$ cat config.mk
export PLATFORM = sky130hd
export DESIGN_NAME = gpio_evt_unit
export DESIGN_NICKNAME = d
export VERILOG_FILES = /design/src/rtl/gpio_evt_pkg.sv /design/src/rtl/gpio_evt_edge.sv /design/src/rtl/gpio_evt_stat.sv /design/src/rtl/gpio_evt_regif.sv /design/src/rtl/gpio_evt_unit.sv
export SDC_FILE = /design/constraint.sdc
export NUM_CORES = 1
export LEC_CHECK = 0
export BUFFER_PORTS_ARGS = -buffer_cell sky130_fd_sc_hd__buf_2
export CORE_MARGIN = 1.5
export CORE_UTILIZATION = 50
export CTS_BUF_LIST = sky130_fd_sc_hd__clkbuf_8 sky130_fd_sc_hd__clkbuf_16
export DETAILED_ROUTE_END_ITERATION = 16
export GPL_TIMING_DRIVEN = 0
export PLACE_DENSITY = 0.74
export SYNTH_ARGS = -nofsm -noshare
export SYNTH_HDL_FRONTEND = slang
export SYNTH_SLANG_ARGS = --single-unit
$ cat constraint.sdc
create_clock -name clk -period 1.5 [get_ports clk]
set_clock_uncertainty 0.1 [all_clocks]
set_input_delay 0.15 -clock clk [delete_from_list [all_inputs] [get_ports clk]]
set_output_delay 0.15 -clock clk [all_outputs]
set_load 0.05 [all_outputs]
$ cat src/rtl/gpio_evt_pkg.sv
package gpio_evt_pkg;

   localparam int unsigned WORD_W = 32;
   localparam int unsigned MAX_PINS = WORD_W - 1;

   typedef enum logic [1:0] {
      SEL_ENABLE   = 2'd0,
      SEL_POLARITY = 2'd1,
      SEL_AST_STAT = 2'd2,
      SEL_DST_STAT = 2'd3
   } reg_sel_e;

endpackage

$ cat src/rtl/gpio_evt_edge.sv
module gpio_evt_edge #(
   parameter int unsigned NUM_PINS = 31
) (
   input  logic                clk,
   input  logic                rst_n,
   input  logic [NUM_PINS-1:0] pin_in,
   input  logic [NUM_PINS-1:0] pol,
   output logic [NUM_PINS-1:0] ast_evt,
   output logic [NUM_PINS-1:0] dst_evt
);

   logic [NUM_PINS-1:0] last_q;

   // The previous level loads the live level during reset, so no edge follows it.
   always_ff @(posedge clk) begin
      last_q <= pin_in;
   end

   genvar gi;
   generate
      for (gi = 0; gi < NUM_PINS; gi++) begin : g_pin
         logic went_up;
         logic went_down;
         assign went_up   = pin_in[gi] & ~last_q[gi];
         assign went_down = ~pin_in[gi] & last_q[gi];
         assign ast_evt[gi] = rst_n & (pol[gi] ? went_up : went_down);
         assign dst_evt[gi] = rst_n & (pol[gi] ? went_down : went_up);
      end
   endgenerate

endmodule

$ cat src/rtl/gpio_evt_stat.sv
module gpio_evt_stat #(
   parameter int unsigned NUM_PINS = 31
) (
   input  logic                clk,
   input  logic                rst_n,
   input  logic [NUM_PINS-1:0] evt,
   input  logic                wr,
   input  logic [31:0]         wdata,
   output logic [NUM_PINS-1:0] stat_q
);

   logic set_mode;
   assign set_mode = wdata[0];

   genvar gi;
   generate
      for (gi = 0; gi < NUM_PINS; gi++) begin : g_bit
         logic touch;
         assign touch = wr & wdata[gi+1];
         always_ff @(posedge clk) begin
            if (!rst_n) begin
               stat_q[gi] <= 1'b0;
            end else if (evt[gi]) begin
               stat_q[gi] <= 1'b1;
            end else if (touch) begin
               stat_q[gi] <= set_mode;
            end
         end
      end
      if (NUM_PINS < 31) begin : g_spare
         logic unused_spare;
         assign unused_spare = ^wdata[31:NUM_PINS+1];
      end
   endgenerate

endmodule

$ cat src/rtl/gpio_evt_regif.sv
module gpio_evt_regif
   import gpio_evt_pkg::*;
#(
   parameter int unsigned NUM_PINS = 31
) (
   input  logic                clk,
   input  logic                rst_n,
   input  logic                wr,
   input  logic [1:0]          addr,
   input  logic [31:0]         wdata,
   input  logic [NUM_PINS-1:0] ast_q,
   input  logic [NUM_PINS-1:0] dst_q,
   output logic [NUM_PINS-1:0] en_q,
   output logic [NUM_PINS-1:0] pol_q,
   output logic                ast_wr,
   output logic                dst_wr,
   output logic [31:0]         rdata
);

   reg_sel_e sel;
   assign sel = reg_sel_e'(addr);

   logic en_wr;
   logic pol_wr;
   assign en_wr  = wr && (sel == SEL_ENABLE);
   assign pol_wr = wr && (sel == SEL_POLARITY);
   assign ast_wr = wr && (sel == SEL_AST_STAT);
   assign dst_wr = wr && (sel == SEL_DST_STAT);

   always_ff @(posedge clk) begin
      if (!rst_n) begin
         en_q  <= '0;
         pol_q <= '0;
      end else begin
         if (en_wr)  en_q  <= wdata[NUM_PINS-1:0];
         if (pol_wr) pol_q <= wdata[NUM_PINS-1:0];
      end
   end

   logic unused_hi;
   assign unused_hi = ^wdata[31:NUM_PINS];

   logic [31:0] en_word, pol_word, ast_word, dst_word;
   always_comb begin
      en_word  = '0;
      pol_word = '0;
      ast_word = '0;
      dst_word = '0;
      en_word[NUM_PINS-1:0]  = en_q;
      pol_word[NUM_PINS-1:0] = pol_q;
      ast_word[NUM_PINS:1]   = ast_q;
      dst_word[NUM_PINS:1]   = dst_q;
   end

   always_comb begin
      unique case (sel)
         SEL_ENABLE:   rdata = en_word;
         SEL_POLARITY: rdata = pol_word;
         SEL_AST_STAT: rdata = ast_word;
         default:      rdata = dst_word;
      endcase
   end

endmodule

$ cat src/rtl/gpio_evt_unit.sv
module gpio_evt_unit
   import gpio_evt_pkg::*;
#(
   parameter int unsigned NUM_PINS = 31
) (
   input  logic                clk,
   input  logic                rst_n,
   input  logic [NUM_PINS-1:0] pin_in,
   input  logic                reg_wr,
   input  logic [1:0]          reg_addr,
   input  logic [31:0]         reg_wdata,
   output logic [31:0]         reg_rdata,
   output logic                irq_assert,
   output logic                irq_deassert
);

   generate
      if (NUM_PINS < 1 || NUM_PINS > MAX_PINS) begin : g_bad_cfg
         $error("gpio_evt_unit: NUM_PINS must lie in 1..31");
      end
   endgenerate

   logic [NUM_PINS-1:0] en_q, pol_q, ast_q, dst_q;
   logic [NUM_PINS-1:0] ast_evt, dst_evt;
   logic                ast_wr, dst_wr;

   gpio_evt_edge #(.NUM_PINS(NUM_PINS)) u_edge (
      .clk     (clk),
      .rst_n   (rst_n),
      .pin_in  (pin_in),
      .pol     (pol_q),
      .ast_evt (ast_evt),
      .dst_evt (dst_evt)
   );

   gpio_evt_regif #(.NUM_PINS(NUM_PINS)) u_regif (
      .clk    (clk),
      .rst_n  (rst_n),
      .wr     (reg_wr),
      .addr   (reg_addr),
      .wdata  (reg_wdata),
      .ast_q  (ast_q),
      .dst_q  (dst_q),
      .en_q   (en_q),
      .pol_q  (pol_q),
      .ast_wr (ast_wr),
      .dst_wr (dst_wr),
      .rdata  (reg_rdata)
   );

   gpio_evt_stat #(.NUM_PINS(NUM_PINS)) u_ast (
      .clk    (clk),
      .rst_n  (rst_n),
      .evt    (ast_evt),
      .wr     (ast_wr),
      .wdata  (reg_wdata),
      .stat_q (ast_q)
   );

   gpio_evt_stat #(.NUM_PINS(NUM_PINS)) u_dst (
      .clk    (clk),
      .rst_n  (rst_n),
      .evt    (dst_evt),
      .wr     (dst_wr),
      .wdata  (reg_wdata),
      .stat_q (dst_q)
   );

   assign irq_assert   = |(ast_q & en_q);
   assign irq_deassert = |(dst_q & en_q);

endmodule

==> results.cfg, run 1 <==
[power_and_ir_drop]
p_sw_w = 0.00305
intPower_w = 0.00803
clkPwrFrac_pct = 41.1
ir_worst_vdd_uv = 865
p_seq_share_pct = 42.0
pwr-share-comb_pct = 16.9
swShare_pct = 27.5
p_leak_nw = 4.34
power_per_cell_area_nw_per_um2 = 1080

[clock_tree]
clk_latency_ns = 0.44
htree_levels = 4
clock-sinks = 155
cts_buffers = 17
cts.path.max_buffers = 2
clkTransAtPathRegs_ns = 0.06
cts_tree = done
cts_root_buf = clkbuf_16

[grt]
grt_max_degree = 17
grt_pass1_vias = 6911
grt_pass1_wl_microns = 38600
grt_util_all_layers_pct = 32.4
antenna_found_initial = 1
overflow = 0

[timing]
worst_hold_slack_ns = 0.0530
rsz0062_at_grt = yes
setup_slack_ns = -0.759
max-slew-margin-rel_pct = 51.8
worst_pin_slew_ns = 0.724
finalCritPeriodShare_pct = 151
fmax_mhz = 443
hold_viol = 0
min_period_ns = 2.26
slew_violations = 0
setup_viol = 32

[run_status]
failed_checks = setup timing
status = finished with violations

[floorplan]
core_region_area_sq_um = 14700
io_pins = 102
die_x_microns = 126
die_y_microns = 126
fp-row-count = 44
design.die.area_sq_um = 15900
start_util_pct = 51.7

[logic_synthesis]
ys_warn_count = 0
synth.top_cell.area_share_pct = 40.9
yosysUniqueCellTypes = 29
syn_nets = 911
syn_avg_cell_area_sq_um = 9.01
yosys_most_used_dff = dfxtp_1
synth.area.top_cells = dfxtp_1 41%, a21boi_0 9.7%, nand2_1 9.2%
synthCells = 843
yosysMostFrequentCell = nand2_1
synth_edf_count = 0
async_reset_ff_share_pct = 0
ys_top_cells_by_count = 186 x nand2_1, 155 x dfxtp_1, 98 x a21boi_0, 64 x mux2i_1, 62 x o21ai_0
synthesis.area_sq_um = 7590
synth_seq_cells = 155
ys_seq_area_share_pct = 40.9
synth_largest_area_cell = dfxtp_1

[routing]
drtIter0Drc = 940
dr.pass1.iters = 5
routed_wl_microns = 26000
ant_nets = 0
vias = 7516
drc = 0
viasPerCell = 6.05
wl_per_cell_microns = 20.9

[run]
cap_viol_max_count = 0

[final_layout]
fin_cells = 1242
layout.nets = 1112
fillers = 1070
fin_area_sq_um = 10300
area_growth_pct = 35.3
final_layout_size_suffix_gt1_share_pct = 29.4

[critical_path]
cp.required_ns = 1.25
ff2ff_path_depth = 5
start_kind = flip-flop
path_max_fanout = 3
reg2reg_from = u_regif.pol_q[10]$_SDFFE_PN0P_
cp.arrival_ns = 2.01
reg2reg_slack_ns = 0.27
r2r-end = u_ast.stat_q[10]$_SDFFE_PN0P_
endpoint_kind = primary output
path_class = reg -> out

[worst_hold_path]
whs_path_depth = 4
min_from = reg_wdata[31]
hold_end = u_dst.stat_q[30]$_SDFFE_PN0P_
min_path_type = in -> reg

[placed_design]
dp.final_hpwl_microns = 17400
place_congestion = 0.955
dp.cells = 1126
placed_cell_area_sq_um = 8340
port_buffers = 99
[through the flow]
step	setup TNS (ns)	setup WS (ns)	total power, W	utilization (%)
after global placement	-16.93	-0.536	0.00615	56.7
final	-7.83	-0.759	0.0111	69.9
after detailed placement	-20.80	-0.546	0.00619	56.7
after global routing	-8.19	-0.783	0.0113	69.9
after CTS	-7.69	-0.747	0.0110	68.4
after floorplan	-0.155	-0.0775	0.00563	-
[routing by layer]
layer	vias to the layer above	track usage, %	part of all wire, %
met5	-	0	0
met4	0	12.7	3.2
met3	69	7.82	11
met2	478	51.8	46
met1	3580	42.5	40
li1	3389	-	-
[state kept, by name (all words and copies together), names as in the netlist]
register / count
u_regif.pol_q: 31
u_edge.last_q: 31
u_regif.en_q: 31
u_ast.stat_q: 31
u_dst.stat_q: 31
[logic make-up after synthesis]
family / synth area share (%)
compound gates: 21.7
buf+inv: 4.63
flops: 40.9
mux: 17.4
simple gates: 15.4
[worst max-delay path by stage]
stage / start / slack [ns] / to / depth (start not counted)
finish: u_dst.stat_q[23]$_SDFFE_PN0P_ / -0.76 / irq_deassert / 5
detailed placement: reg_addr[0] / -0.55 / reg_rdata[21] / 6
global placement: reg_addr[0] / -0.54 / reg_rdata[0] / 7
CTS: u_regif.en_q[15]$_SDFFE_PN0P_ / -0.75 / irq_assert / 4
floorplan: u_ast.stat_q[15]$_SDFFE_PN0P_ / -0.08 / irq_assert / 3
global route: u_dst.stat_q[23]$_SDFFE_PN0P_ / -0.78 / irq_deassert / 5
[cell type report]
class / instances / area, sq um / share of cell area, %
Tap cell: 184 / 230 / 2.24
Antenna cell: 1 / 2.50 / 0.0244
Clock buffer: 22 / 494 / 4.81
Multi-Input combinational cell: 607 / 4170 / 40.6
Clock inverter: 10 / 121 / 1.18
Inverter: 31 / 116 / 1.13
Timing Repair Buffer: 182 / 1560 / 15.2
Buffer: 50 / 309 / 3.01
Sequential cell: 155 / 3260 / 31.8
[what timing repair did]
item | 4_1_cts | 5_1_grt
hold buffers | 61 | 0
hold endpoints to repair | 115 | 0
pin swaps | 4 | 3
buffers inserted | 7 | 15
gates cloned | 0 | 0
gates resized for setup | 178 | 47
endpoints found under the setup margin | 34 | 34
[power groups by stage]
stage | registers, W | clock network, W | logic [W]
after floorplan | 0.00459 | 0 | 0.00104
after detailed placement | 0.00472 | 0 | 0.00147
after global routing | 0.00466 | 0.00469 | 0.00199
after global placement | 0.00471 | 0 | 0.00145
final | 0.00465 | 0.00456 | 0.00188
after CTS | 0.00463 | 0.00454 | 0.00179
[cell usage in the layout, fill, tap and decap left out, types with 5 or more instances in the layout]
cell type / instances
a21boi_0: 98
a21boi_1: 26
a21oi_1: 31
a22oi_1: 23
buf_1: 5
buf_2: 78
buf_4: 25
buf_6: 16
buf_8: 23
clkbuf_1: 21
clkbuf_16: 17
clkbuf_8: 5
dfxtp_1: 58
dfxtp_2: 81
dfxtp_4: 16
dlygate4sd3_1: 61
inv_1: 34
mux2i_1: 62
mux4_2: 30
nand2_1: 186
nor2b_1: 31
nor3_1: 31
o21ai_0: 62
[critical path: stages, from the launching register on]
cell	delay [ns]
dfxtp_2	0.34
a22o_1	0.25
a221oi_2	0.16
nand3_1	0.10
or4_4	0.55
buf_6	0.17
No activity file was read; power rests on OpenSTA's default activity.
==> inputs of run 2 (changes only) <==
- BUFFER_PORTS_ARGS: -buffer_cell sky130_fd_sc_hd__buf_2 -> -buffer_cell sky130_fd_sc_hd__clkbuf_2
- CTS_BUF_LIST: sky130_fd_sc_hd__clkbuf_8 sky130_fd_sc_hd__clkbuf_16 -> unset
==> results.cfg, run 2 (synthesis gave the netlist of run 1 again) <==
[run_status]
status = finished with violations
failed_checks = setup timing

[clock_tree]
clock-sinks = 155
clkTransAtPathRegs_ns = 0.06
cts_buffers = 17
clk_latency_ns = 0.43
cts.path.max_buffers = 2
cts_tree = done
cts_root_buf = clkbuf_16
htree_levels = 4

[timing]
slew_violations = 0
hold_viol = 0
tns_ns = -8.14
fmax_mhz = 445
max-slew-margin-rel_pct = 54.4
worst_pin_slew_ns = 0.684
finalCritPeriodShare_pct = 150
min_period_ns = 2.25
rsz0062_at_grt = yes
setup_viol = 32
setup_slack_ns = -0.749

[final_layout]
fin_cells = 1241
layout_commonest_cell = nand2_1
final_cell_mix = 186 x nand2_1, 98 x a21boi_0, 77 x dfxtp_2, 65 x clkbuf_2
fin_util_pct = 70.7
area_growth_pct = 36.9
final_layout_size_suffix_gt1_share_pct = 29.7
layout.nets = 1112
fin_area_sq_um = 10400
antenna_cells = 0

[routing]
drtIter0Drc = 766
ant_nets = 0
vias = 7422
routed_wl_microns = 26000
drc = 0
dr.pass1.iters = 5
viasPerCell = 5.98
wl_per_cell_microns = 20.9

[power_and_ir_drop]
p_leak_nw = 4.36
power_per_cell_area_nw_per_um2 = 1050
ir_worst_vdd_uv = 857

[grt]
grt_util_all_layers_pct = 33.3
grt_pass1_wl_microns = 40100
antenna_found_initial = 0
grt_max_degree = 17
grt_pass1_vias = 7182
overflow = 0

[critical_path]
path_class = reg -> out
cp.arrival_ns = 2.00
cp.required_ns = 1.25
start_kind = flip-flop
path_max_fanout = 3
endpoint_kind = primary output

[floorplan]
design.die.area_sq_um = 15900
fp-row-count = 44
die_y_microns = 126
start_util_pct = 51.7
io_pins = 102
die_x_microns = 126
core_region_area_sq_um = 14700

[placed_design]
dp.cells = 1126
dp.final_hpwl_microns = 17400
placed_cell_area_sq_um = 8340
place_ws_ns = -0.566
port_buffers = 99
place_congestion = 0.954

[worst_hold_path]
min_path_type = in -> reg

[run]
cap_viol_max_count = 0
run 2: routing by layer:
layer | track usage [%] | vias to the layer above | wire [microns]
met5 | 0 | - | 0
met4 | 13.1 | 0 | 879
met3 | 6.80 | 78 | 2430
met2 | 54.8 | 452 | 12200
met1 | 43.3 | 3504 | 10500
li1 | - | 3388 | -
run 2: power by group:
part	switching (W)	leakage [nW]	total [W]	internal, W
logic	0.00104	2.76	0.00196	0.000918
registers	0.000278	1.32	0.00465	0.00437
clock network	0.00184	0.282	0.00433	0.00250
run 2: final timing paths:
path | startpoint | to | slack [ns] | cells past startpoint
hold / removal | reg_wdata[31] | u_dst.stat_q[30]$_SDFFE_PN0P_ | 0.02 | 4
setup / recovery | u_regif.en_q[27]$_SDFFE_PN0P_ | irq_assert | -0.75 | 5
setup reg to reg | u_regif.pol_q[22]$_SDFFE_PN0P_ | u_ast.stat_q[22]$_SDFFE_PN0P_ | 0.35 | 4
hold reg to reg | u_regif.en_q[7]$_SDFFE_PN0P_ | u_regif.en_q[7]$_SDFFE_PN0P_ | 0.38 | 2
run 2: final cells by class:
cell class / instances / area [sq um]
flip-flops and latches: 155 / 3270
multi-input cells: 607 / 4170
plain buffers: 50 / 309
well taps: 184 / 230
fillers: 1049 / 4310
repair buffers: 182 / 1700
inverters: 31 / 116
clock buffers: 18 / 439
clock inverters: 14 / 146
run 2: stage by stage:
stage          power, W  hold slack [ns]
2_1_floorplan   0.00563           0.0777
3_3_place_gp    0.00615            0.184
3_5_place_dp    0.00619            0.185
4_1_cts          0.0108          0.00875
5_1_grt          0.0113           0.0563
6_report         0.0109           0.0230
run 2: what timing repair did:
action                     4_1_cts  5_1_grt
setup endpoints to repair       34       34
hold endpoints to repair       107        0
pin swaps                        9        2
resized for setup              186       56
setup buffers                    8       13
hold buffers                    61        0
gates cloned                     0        1
run 2: worst max-delay path: stages, from the launching register on:
cell and delay, ns:
dfxtp_2 0.33, a22o_1 0.26, a221oi_2 0.17, nand3_1 0.09, or4_4 0.52, clkbuf_16 0.19
==> inputs of run 3 (changes only) <==
- CTS_CLUSTER_SIZE: unset -> 16
- HOLD_SLACK_MARGIN: unset -> 0.03
- REMOVE_ABC_BUFFERS: unset -> 1
==> results.cfg, run 3 (synthesis gave the netlist of run 1 again) <==
[timing]
hold_viol = 0
rsz0062_at_grt = yes
min_period_ns = 2.35
slew_violations = 0
setup_viol = 32
worst_pin_slew_ns = 0.593
finalCritPeriodShare_pct = 156
max-slew-margin-rel_pct = 60.3
fmax_mhz = 426
setup_slack_ns = -0.847

[critical_path]
cp_cell_sequence = a222oi_1 > nand3_1 > or4_4 > buf_8
path_depth = 4
endpoint_kind = primary output
path_buf_inv = 1
crit_start = u_regif.en_q[15]$_SDFFE_PN0P_
reg2reg_from = u_regif.pol_q[0]$_SDFFE_PN0P_
crit_end = irq_assert
cp.arrival_ns = 2.10
cpMaxStageDelayCell = or4_4
r2r-end = u_dst.stat_q[0]$_SDFFE_PN0P_
crit_family = simple AND/OR/NAND/NOR gates
start_kind = flip-flop
path_class = reg -> out
cp.required_ns = 1.25
ff2ff_path_depth = 4
reg2reg_slack_ns = 0.35
max_stage_delay_ns = 0.56
path_max_fanout = 4

[routing]
viasPerCell = 5.83
drtIter0Drc = 657
routed_wl_microns = 22800
drt-met1-wl_microns = 9610
drc = 0
wl_per_cell_microns = 18.9
met3_length_microns = 1530
vias = 7006
dr.pass1.iters = 5
highest_layer = met4
ant_nets = 0
wl_met2_microns = 11100

[power_and_ir_drop]
ir_worst_vdd_uv = 828
power_per_cell_area_nw_per_um2 = 1100
total_power_w = 0.0113
p_leak_nw = 4.31

[clock_tree]
cts_tree = done
htree_levels = 4
clkTransAtPathRegs_ns = 0.06
clock-sinks = 155
cts_root_buf = clkbuf_16
cts.path.max_buffers = 2
cts_buffers = 17
clk_latency_ns = 0.44

[final_layout]
antenna_cells = 0
seq_area_sq_um = 3250
final_cell_mix = 186 x nand2_1, 98 x a21boi_0, 82 x dfxtp_2, 64 x mux2i_1, 63 x clkbuf_2
layout_commonest_cell = nand2_1
multi_input_area_sq_um = 4170
area_growth_pct = 35.4
final_layout_size_suffix_gt1_share_pct = 29.1
fin_area_sq_um = 10300
fillers = 1094
layout.nets = 1073

[placed_design]
port_buffers = 101
place_congestion = 0.850
placed_cell_area_sq_um = 8190
dp.final_hpwl_microns = 13500

[run]
cap_viol_max_count = 0

[floorplan]
core_region_area_sq_um = 14700
fp-row-count = 44
die_x_microns = 126
io_pins = 102
die_y_microns = 126
design.die.area_sq_um = 15900
start_util_pct = 51.7

[run_status]
status = finished with violations
failed_checks = setup timing

[grt]
grt_max_degree = 70
grt_pass1_vias = 6779
antenna_found_initial = 0
grt_pass1_wl_microns = 35500
grt_util_all_layers_pct = 29.0
overflow = 0

[worst_hold_path]
min_path_type = in -> reg
-- run 3: cell count changes in the layout (fill, tap and decap cells not counted), moves of 3 or more --
cell	delta
buf_1	-5
clkbuf_8	+5
clkinvlp_4	-3
bufinv_16	+3
dfxtp_4	-7
buf_2	-12
clkbuf_1	-20
dfxtp_2	+5
-- run 3: area by class of cell --
type                    count  area share (%)
flip-flops and latches    155            31.7
clock buffers              20            4.44
repair buffers            192            18.1
clock inverters            12            1.87
multi-input cells         608            40.6
well taps                 184            2.24
inverters                  31            1.13
-- run 3: tightest hold or removal path, delay by kind of cell --
kind	cells	cell delay (ns)
buffers and inverters	1	0.23
multiplexers	1	0.16
AO/OA/AOI/OAI	1	0.09
-- run 3: where the power goes --
| group | total [W] | switching (W) | leakage [nW] | internal (W) |
|---|---|---|---|---|
| logic | 0.00187 | 0.000985 | 2.67 | 0.000887 |
| registers | 0.00461 | 0.000236 | 1.32 | 0.00438 |
| clock network | 0.00480 | 0.00177 | 0.324 | 0.00303 |
| total | 0.0113 | 0.00299 | 4.31 | 0.00830 |
-- run 3: worst min path at each step --
stage | slack (ns) | depth (start not counted) | endpoint | from
final | 0.14 | 3 | u_ast.stat_q[25]$_SDFFE_PN0P_ | reg_wdata[0]
after global routing | 0.15 | 3 | u_dst.stat_q[28]$_SDFFE_PN0P_ | reg_wdata[0]
after CTS | 0.20 | 5 | u_regif.en_q[26]$_SDFFE_PN0P_ | reg_wr
after detailed placement | 0.19 | 1 | u_edge.last_q[3]$_DFF_P_ | pin_in[3]
after global placement | 0.18 | 1 | u_edge.last_q[24]$_DFF_P_ | pin_in[24]
after floorplan | 0.08 | 0 | u_edge.last_q[0]$_DFF_P_ | pin_in[0]
-- run 3: per-layer routing --
metal	track usage, %	vias up
met5	0	-
met4	10.3	0
met3	5.40	40
met2	48.3	284
met1	37.8	3371
li1	-	3311
-- run 3: stage by stage --
step	utilization (%)	std cells	setup slack, ns	hold slack (ns)	setup TNS, ns
final	69.9	1202	-0.847	0.140	-8.13
after global routing	69.9	1202	-0.935	0.153	-9.00
after CTS	68.9	1194	-0.848	0.199	-8.44
after detailed placement	55.7	1082	-1.29	0.185	-171.23
after global placement	55.1	1078	-1.92	0.183	-243.64
after floorplan	-	793	-0.277	0.0777	-1.02
-- run 3: repair_timing --
action,4_1_cts,5_1_grt
gates cloned,0,1
setup buffers,18,6
hold endpoints to repair,139,0
resized for setup,175,48
endpoints found under the setup margin,158,54
pin swaps,6,5
hold buffers,62,0
